[config.mk]
export PLATFORM = sky130hd
export DESIGN_NAME = ftoi_conv
export DESIGN_NICKNAME = d
export VERILOG_FILES = /design/src/rtl/ftoi_pkg.sv /design/src/rtl/ftoi_lane.sv /design/src/rtl/ftoi_word.sv /design/src/rtl/ftoi_conv.sv
export SDC_FILE = /design/constraint.sdc
export NUM_CORES = 2
export LEC_CHECK = 0
export BUFFER_PORTS_ARGS = -buffer_cell sky130_fd_sc_hd__buf_2
export CAP_MARGIN = 15
export CORE_MARGIN = 2
export CORE_UTILIZATION = 45
export CTS_CLUSTER_DIAMETER = 50
export DETAILED_ROUTE_END_ITERATION = 12
export PLACE_DENSITY = 0.62
export SYNTH_ARGS = -nofsm -noshare
export SYNTH_HDL_FRONTEND = slang
export SYNTH_SLANG_ARGS = --single-unit
[constraint.sdc]
create_clock -name clk -period 7.5 [get_ports clk]
set_input_delay 1.5 -clock clk [delete_from_list [all_inputs] [get_ports clk]]
set_output_delay 1.5 -clock clk [all_outputs]
set_load 0.01 [all_outputs]
[src/rtl/ftoi_pkg.sv]
package ftoi_pkg;

    localparam int WORD_W  = 32;
    localparam int HALF_W  = 16;
    localparam int SP_EXP  = 8;
    localparam int SP_MAN  = 23;
    localparam int HP_EXP  = 5;
    localparam int HP_MAN  = 10;
    localparam int HALVES  = WORD_W / HALF_W;

    typedef enum logic {
        FMT_SP = 1'b0,
        FMT_HP = 1'b1
    } lane_fmt_e;

    typedef enum logic [1:0] {
        CLS_ZERO = 2'd0,
        CLS_SAT  = 2'd1,
        CLS_NUM  = 2'd2
    } lane_cls_e;

    typedef struct packed {
        logic      valid;
        lane_fmt_e fmt;
    } ctrl_t;

endpackage

[src/rtl/ftoi_lane.sv]
module ftoi_lane
    import ftoi_pkg::*;
#(
    parameter int EXP_W = 8,
    parameter int MAN_W = 23,
    parameter int INT_W = 32
) (
    input  logic [EXP_W+MAN_W:0] fp_i,
    output logic [INT_W-1:0]     int_o
);

    localparam int FP_W  = EXP_W + MAN_W + 1;
    localparam int BIAS  = (1 << (EXP_W - 1)) - 1;
    localparam int SH_W  = INT_W + MAN_W;
    localparam logic [EXP_W-1:0] BIAS_V = EXP_W'(BIAS);
    localparam logic [EXP_W-1:0] OVF_V  = EXP_W'(BIAS + INT_W - 1);
    localparam logic [INT_W-1:0] POS_MAX = {1'b0, {(INT_W-1){1'b1}}};
    localparam logic [INT_W-1:0] NEG_MIN = {1'b1, {(INT_W-1){1'b0}}};

    logic              sgn;
    logic [EXP_W-1:0]  expo;
    logic [MAN_W-1:0]  frac;
    logic [EXP_W-1:0]  ushift;
    logic [SH_W-1:0]   shifted;
    logic [INT_W-1:0]  mag;
    lane_cls_e         cls;

    assign sgn  = fp_i[FP_W-1];
    assign expo = fp_i[MAN_W +: EXP_W];
    assign frac = fp_i[MAN_W-1:0];

    // Classify: all-ones exponent (NaN or infinity) and out-of-range saturate
    always_comb begin
        if (expo == {EXP_W{1'b1}}) begin
            cls = CLS_SAT;
        end else if (expo < BIAS_V) begin
            cls = CLS_ZERO;
        end else if (expo >= OVF_V) begin
            cls = CLS_SAT;
        end else begin
            cls = CLS_NUM;
        end
    end

    // Integer part: place the hidden one, shift by unbiased exponent, drop fraction
    assign ushift  = expo - BIAS_V;
    assign shifted = {{(SH_W-MAN_W-1){1'b0}}, 1'b1, frac} << ushift;
    assign mag     = INT_W'(shifted >> MAN_W);

    always_comb begin
        unique case (cls)
            CLS_SAT:  int_o = sgn ? NEG_MIN : POS_MAX;
            CLS_NUM:  int_o = sgn ? (~mag + INT_W'(1)) : mag;
            default:  int_o = '0;
        endcase
    end

endmodule

[src/rtl/ftoi_word.sv]
module ftoi_word
    import ftoi_pkg::*;
(
    input  logic [WORD_W-1:0] word_i,
    input  lane_fmt_e         fmt_i,
    output logic [WORD_W-1:0] word_o
);

    logic [WORD_W-1:0] sp_res;
    logic [WORD_W-1:0] hp_res;

    ftoi_lane #(
        .EXP_W (SP_EXP),
        .MAN_W (SP_MAN),
        .INT_W (WORD_W)
    ) u_sp (
        .fp_i  (word_i),
        .int_o (sp_res)
    );

    for (genvar h = 0; h < HALVES; h++) begin : g_half
        ftoi_lane #(
            .EXP_W (HP_EXP),
            .MAN_W (HP_MAN),
            .INT_W (HALF_W)
        ) u_hp (
            .fp_i  (word_i[h*HALF_W +: HALF_W]),
            .int_o (hp_res[h*HALF_W +: HALF_W])
        );
    end

    assign word_o = (fmt_i == FMT_HP) ? hp_res : sp_res;

endmodule

[src/rtl/ftoi_conv.sv]
module ftoi_conv
    import ftoi_pkg::*;
#(
    parameter int NUM_WORDS = 4
) (
    input  logic                        clk,
    input  logic                        rst,
    input  logic                        in_valid,
    input  logic                        in_fmt,
    input  logic [NUM_WORDS*WORD_W-1:0] in_data,
    output logic                        out_valid,
    output logic [NUM_WORDS*WORD_W-1:0] out_data
);

    localparam int VEC_W = NUM_WORDS * WORD_W;

    ctrl_t            ctrl;
    logic [VEC_W-1:0] conv;

    assign ctrl.valid = in_valid;
    assign ctrl.fmt   = lane_fmt_e'(in_fmt);

    for (genvar w = 0; w < NUM_WORDS; w++) begin : g_word
        ftoi_word u_word (
            .word_i (in_data[w*WORD_W +: WORD_W]),
            .fmt_i  (ctrl.fmt),
            .word_o (conv[w*WORD_W +: WORD_W])
        );
    end

    always_ff @(posedge clk) begin
        if (rst) begin
            out_valid <= 1'b0;
            out_data  <= '0;
        end else begin
            out_valid <= ctrl.valid;
            if (ctrl.valid) begin
                out_data <= conv;
            end
        end
    end

endmodule

## After elaboration in Yosys (flattened, before gate mapping)

Index checks and enable logic that the tools add are counted.

- Equal/unequal tests: 36
- Muxes and demuxes: 76
- $add $sub $neg: 24
- Order comparisons: 24
- Bitwise operators: 12
- Shifts and indexed selects: 12

Operators with widths:

| operator | count |
|---|---|
| $mux 32 | 12 |
| $mux 16 | 16 |
| $pmux 16 s2 | 8 |
| $pmux 32 s2 | 4 |
| $shl 24x8->55 | 4 |
| $shl 11x5->26 | 8 |
| $add 16x1->16 const B | 8 |
| $add 32x1->32 const B | 4 |
| $not 16->16 | 8 |
| $not 32->32 | 4 |
| $mux 2 | 36 |
| $eq 5x5->1 const B | 8 |
| $ge 5x5->1 const B | 8 |
| $lt 5x4->1 const B | 8 |
| $sub 5x4->5 const B | 8 |
| $eq 8x8->1 const B | 4 |
| $ge 8x8->1 const B | 4 |
| $lt 8x7->1 const B | 4 |
| $sub 8x7->8 const B | 4 |
| $eq 2x1->1 const B | 12 |
| $eq 2x2->1 const B | 12 |

- Bits in registers: 129

## Depth between registers and ports, before layout

- Depth after elaboration: 7
- Gate-level depth with buffers: 22
- Gate-level depth less buffers: 16

## Cells and area by module

Synthesis repeated with hierarchy kept, for this count alone.

- Cells, all modules: 4,846
- Area, all modules: 37,666.1 µm²

By module, submodules not included:

| module | area an instance (µm²) | times used | cells an instance |
|---|---|---|---|
| ftoi_lane at g_word[0].u_word.u_sp ... | 4,341.7 | 3 | 611 |
| ftoi_lane at g_word[0].u_word.g_half[0].u_hp ... | 1,665.3 | 7 | 225 |
| ftoi_conv | 4,667.0 | 1 | 415 |
| ftoi_lane at g_word[3].u_word.u_sp | 4,510.6 | 1 | 649 |
| ftoi_word | 544.3 | 4 | 36 |
| ftoi_lane at g_word[1].u_word.g_half[1].u_hp | 1,629.1 | 1 | 230 |

## Worst setup path before layout

No wires, ideal clock.

- Path kind: input to register
- Start point: input in_data[23]
- End point: register out_data[16]
- Buffers on the path: 4
- Required time: 7.385 ns
- Setup slack: 1.416 ns
- Arrival time: 5.969 ns
- Stages on the path: 18
- Cell sequence: buf_2 > buf_2 > buf_2 > inv_1 > ha_1 > inv_1 > buf_1 > mux4_2 > nand2_1 > o21ai_0 > a32oi_1 > ha_1 > o221ai_1 > nor3_1 > nand3_1 > or3b_1 > mux2_2 > o21a_1

- Cells in the longest elaborated chain, start to end: 7
- Elaborated cells on any way between the ends: 20
- Those cells by class: add/sub (3); order compare (2); eq/ne (3); shift (2); mux (8); bitwise (2)

RTL lines:

| item | RTL line | source |
|---|---|---|
| from (decl) | ftoi_conv.sv:10 | `input logic [NUM_WORDS*WORD_W-1:0] in_data,` |
| $sub 8x7->8 or $ge 8x8->1 (tied branches) | ftoi_lane.sv:46, ftoi_lane.sv:38 |  |
| $shl 24x8->55 or $mux 2 (tied branches) | ftoi_lane.sv:47, ftoi_lane.sv:38 |  |
| $not 32->32 or $mux 2 (tied branches) | ftoi_lane.sv:53, ftoi_lane.sv:36 |  |
| $add 32x1->32 or $mux 2 (tied branches) | ftoi_lane.sv:53, ftoi_lane.sv:34 |  |
| $mux 32, or another cell as far along | ftoi_lane.sv:53 | `CLS_NUM: int_o = sgn ? (~mag + INT_W'(1)) : mag;` |
| $pmux 32 s2 | ftoi_lane.sv:51 | `unique case (cls)` |
| $mux 32 * | ftoi_word.sv:32 | `assign word_o = (fmt_i == FMT_HP) ? hp_res : sp_res;` |
| to (signal assigned) | ftoi_conv.sv:38 | `out_data <= conv;` |
| to (decl) | ftoi_conv.sv:12 | `output logic [NUM_WORDS*WORD_W-1:0] out_data` |

Mark *: on every way between the ends. The rest lies on a longest branch, timed or not.
A chain may end at the register's enable or synchronous reset.

## Final worst setup path

- Start point: input in_data[119]
- End point: register out_data[127]

The elaborated chain is that of the path after synthesis.

==> summary.txt <==
Outcome
  – Status: complete, no violations

Yosys
  – Area leader, netlist: mux4_2
  – Sequential-to-total area share from yosys stat: 7.931%
  – Most numerous cell in the Yosys netlist: nor2_1
  – Synth Area per Inst: 7.197 um^2
  – Top cells by area, synth: mux4_2 10%, mux2i_1 8.4%, dfxtp_1 7.9%, nor2_1 5.3%, nand2_1 5.0%
  – Yosys warning total: 0
  – Synth top area share: 10.17%
  – Syn_nets: 4728
  – Seq cells post-synth: 129
  – Syn Inst Count: 4524
  – Top_reg_cell synth: dfxtp_1
  – Asr flop ratio synth: 0%
  – Most frequent cells after synthesis: 458 x nor2_1, 432 x nand2_1, 285 x clkbuf_1
  – Yosys cell types: 110
  – Area of the mapped netlist: 32560 um^2
  – Post-synth EDFFs: 0

Floorplan
  – Core Footprint: 71610 um^2
  – I/O pins: 261
  – Die width: 273.0 um
  – Row Count: 98
  – Initial Util: 45.47%
  – Die height: 273.0 um
  – DIE AREA: 74520 um^2

Worst setup path
  – Crit-path slowest cell: ha_1
  – Worst R2R Path Depth: 5
  – Worst Setup Path Type: input port to flop
  – CP max FO: 18
  – Critical Path Max Stage Delay: 0.73 ns
  – CP Cell Sequence: buf_2 > inv_1 > ha_1 > buf_4 > mux4_2 > nand2b_1 > o221ai_1 > o32ai_1 > o21ai_0 > nand3b_1 > or3_1 > or4_4 > mux2_4 > a311oi_2
  – R2R Setup Slk: 6.26 ns
  – Worst EP arrival: 6.66 ns
  – RR Endpoint: out_data[62]
  – Crit path capture type: flop
  – Reg-to-Reg Start: out_data[62]
  – Worst setup SP type: input port
  – Critical path required time: 7.90 ns

Global routing
  – Global route overflow: 0
  – Number of global-route vias before repair: 33397
  – All-Layer GR Usage: 33.19%
  – Largest net degree at the start of global routing: 77
  – Initial antenna violation count: 4
  – First-pass GRT wire length: 200.4 mm

Timing
  – Fin Setup TNS: 0 ns
  – Max Clock Freq: 0.1599 GHz
  – Tcrit/Tclk final: 83.38%
  – Min cycle time layout: 6.254 ns
  – RSZ-0062 raised after global routing: no
  – Final Hold Fails: 0
  – Slew HR: 18.70%
  – Worst-margin pin slew: 1.204 ns
  – Final Skew: 0 ns
  – Final setup viols: 0
  – Max Slew Vio Count: 0
  – Minimum hold slack: 0.4762 ns

Min path
  – Hold_sp: out_data[71]
  – Hold crit path type: flop to flop
  – Worst Hold Path Cells: 2
  – Hold Path Sink: out_data[71]

Clock network
  – Setup Fix Bufs, Post-CTS: 0
  – Gates resized, CTS repair: 0
  – Clk_lat worst skew: 0.47 ns
  – CTS max path bufs: 2
  – TritonCTS Buffers: 17
  – TritonCTS clock tree: yes
  – Root Driver: clkbuf_16
  – CTS HTree Levels: 4
  – CTS Sinks: 129
  – Clk slew on worst S/H paths: 0.08 ns
  – # hold bufs at CTS: 0

Cells and area
  – Fraction of layout instances using a drive strength above 1: 16.36%
  – # nets final: 4709
  – Final Instance Count excl. Fillers: 5469
  – Syn-to-layout area delta: 6.659%
  – Area of the multi-input gates: 27910 um^2
  – Storage cell area: 2582 um^2
  – Fill count: 7343

Power and ir drop
  – VDD IR-drop max: 0.1611 mV
  – Static Leakage: 13.29 nW
  – Power density over the cells: 137.0 nW/um^2

Detailed routing
  – DR iter-0 viols: 5285
  – Total Wirelength: 129.6 mm
  – Detail Route Antenna Nets: 0
  – Vias: 38182
  – DR vias/cell: 6.982
  – Drt wl/cell: 23.70 um
  – DRC violations left: 0
  – Drt first pass iters: 8

Job
  – Max-capacitance violation count: 0

Placement
  – Post-DP HPWL: 98.23 mm
  – PortBufs: 260
  – GP Congestion: 1.025
  – Inst Count DP: 5433
sequential cells by signal, indices dropped and copies added (netlist names):
signal     cells
out_data     128
out_valid      1
critical path, delay by kind of cell:
family                     cells  cell delay (ns)
and+or+nand+nor                4             1.54
adders and majority gates      1             0.73
AOI/OAI and AO/OA              4             1.25
buffers and inverters          3             0.72
muxes                          2             0.88
stage by stage:
step / util, % / instance area [um^2] / total power, mW / setup WS, ns
2_1_floorplan: - / 32560 / 3.010 / 1.416
3_3_place_gp: 47.64 / 34120 / 3.807 / 0.9343
3_5_place_dp: 47.64 / 34120 / 3.805 / 0.7463
4_1_cts: 48.46 / 34700 / 4.689 / 1.269
5_1_grt: 48.50 / 34730 / 5.044 / 0.8776
6_report: 48.50 / 34730 / 4.759 / 1.246
report_power, final:
group / total, mW / internal [mW] / switching (mW)
clock: 0.866 / 0.446 / 0.421
combinational: 3.11 / 1.15 / 1.96
sequential: 0.781 / 0.731 / 0.0494
layout make-up:
cell class	count	share of cell area [%]
Tap cell	950	3.423
Clock inverter	15	0.4720
Timing Repair Buffer	355	5.822
Sequential cell	129	7.436
Clock buffer	17	1.225
Multi-Input combinational cell	3887	80.37
Inverter	115	1.243
Antenna cell	1	0.007206
how the worst max path moves through the flow:
stage	from	to	slack [ns]	cells after the start
2_1_floorplan	in_data[23]	out_data[16]	1.42	18
3_3_place_gp	in_data[119]	out_data[127]	0.93	14
3_5_place_dp	in_data[119]	out_data[127]	0.75	14
4_1_cts	in_data[119]	out_data[127]	1.27	14
5_1_grt	in_data[119]	out_data[127]	0.88	14
6_report	in_data[119]	out_data[127]	1.25	14
routing by layer:
metal | part of all wire [%] | GRT usage [%] | vias up
li1 | - | - | 17575
met1 | 43 | 47.50 | 18231
met2 | 44 | 51.16 | 2100
met3 | 9.2 | 4.815 | 274
met4 | 3.3 | 10.32 | 2
met5 | 0.0054 | 0 | -
cells by family (layout without fill, tap and decap cells):
| group | count (synthesis) | count (layout) | synth area share [%] |
|---|---|---|---|
| other | 0 | 1 | 0 |
| and+or+nand+nor | 1690 | 1690 | 25.19 |
| DFF | 129 | 129 | 7.931 |
| xor gates and xnor gates | 111 | 111 | 3.193 |
| muxes | 537 | 537 | 22.66 |
| AOI/OAI and AO/OA | 1477 | 1477 | 31.78 |
| adders and majority gates | 72 | 72 | 2.767 |
| buffers and inverters | 508 | 502 | 6.475 |
cells in the final DEF (no fill, tap or decap), types with 86 or more instances in the layout:
cell      instances
mux4_2          147
nand3_1         195
o21ai_0         235
nor2_1          458
buf_2           258
a211oi_1         86
a31oi_1          95
mux2i_1         272
buf_4            93
mux2_2          114
dfxtp_1         129
inv_1           101
nor3_1          138
nand2_1         432
a21oi_1         262
o22ai_1          89
No activity file was read; power rests on OpenSTA's default activity.
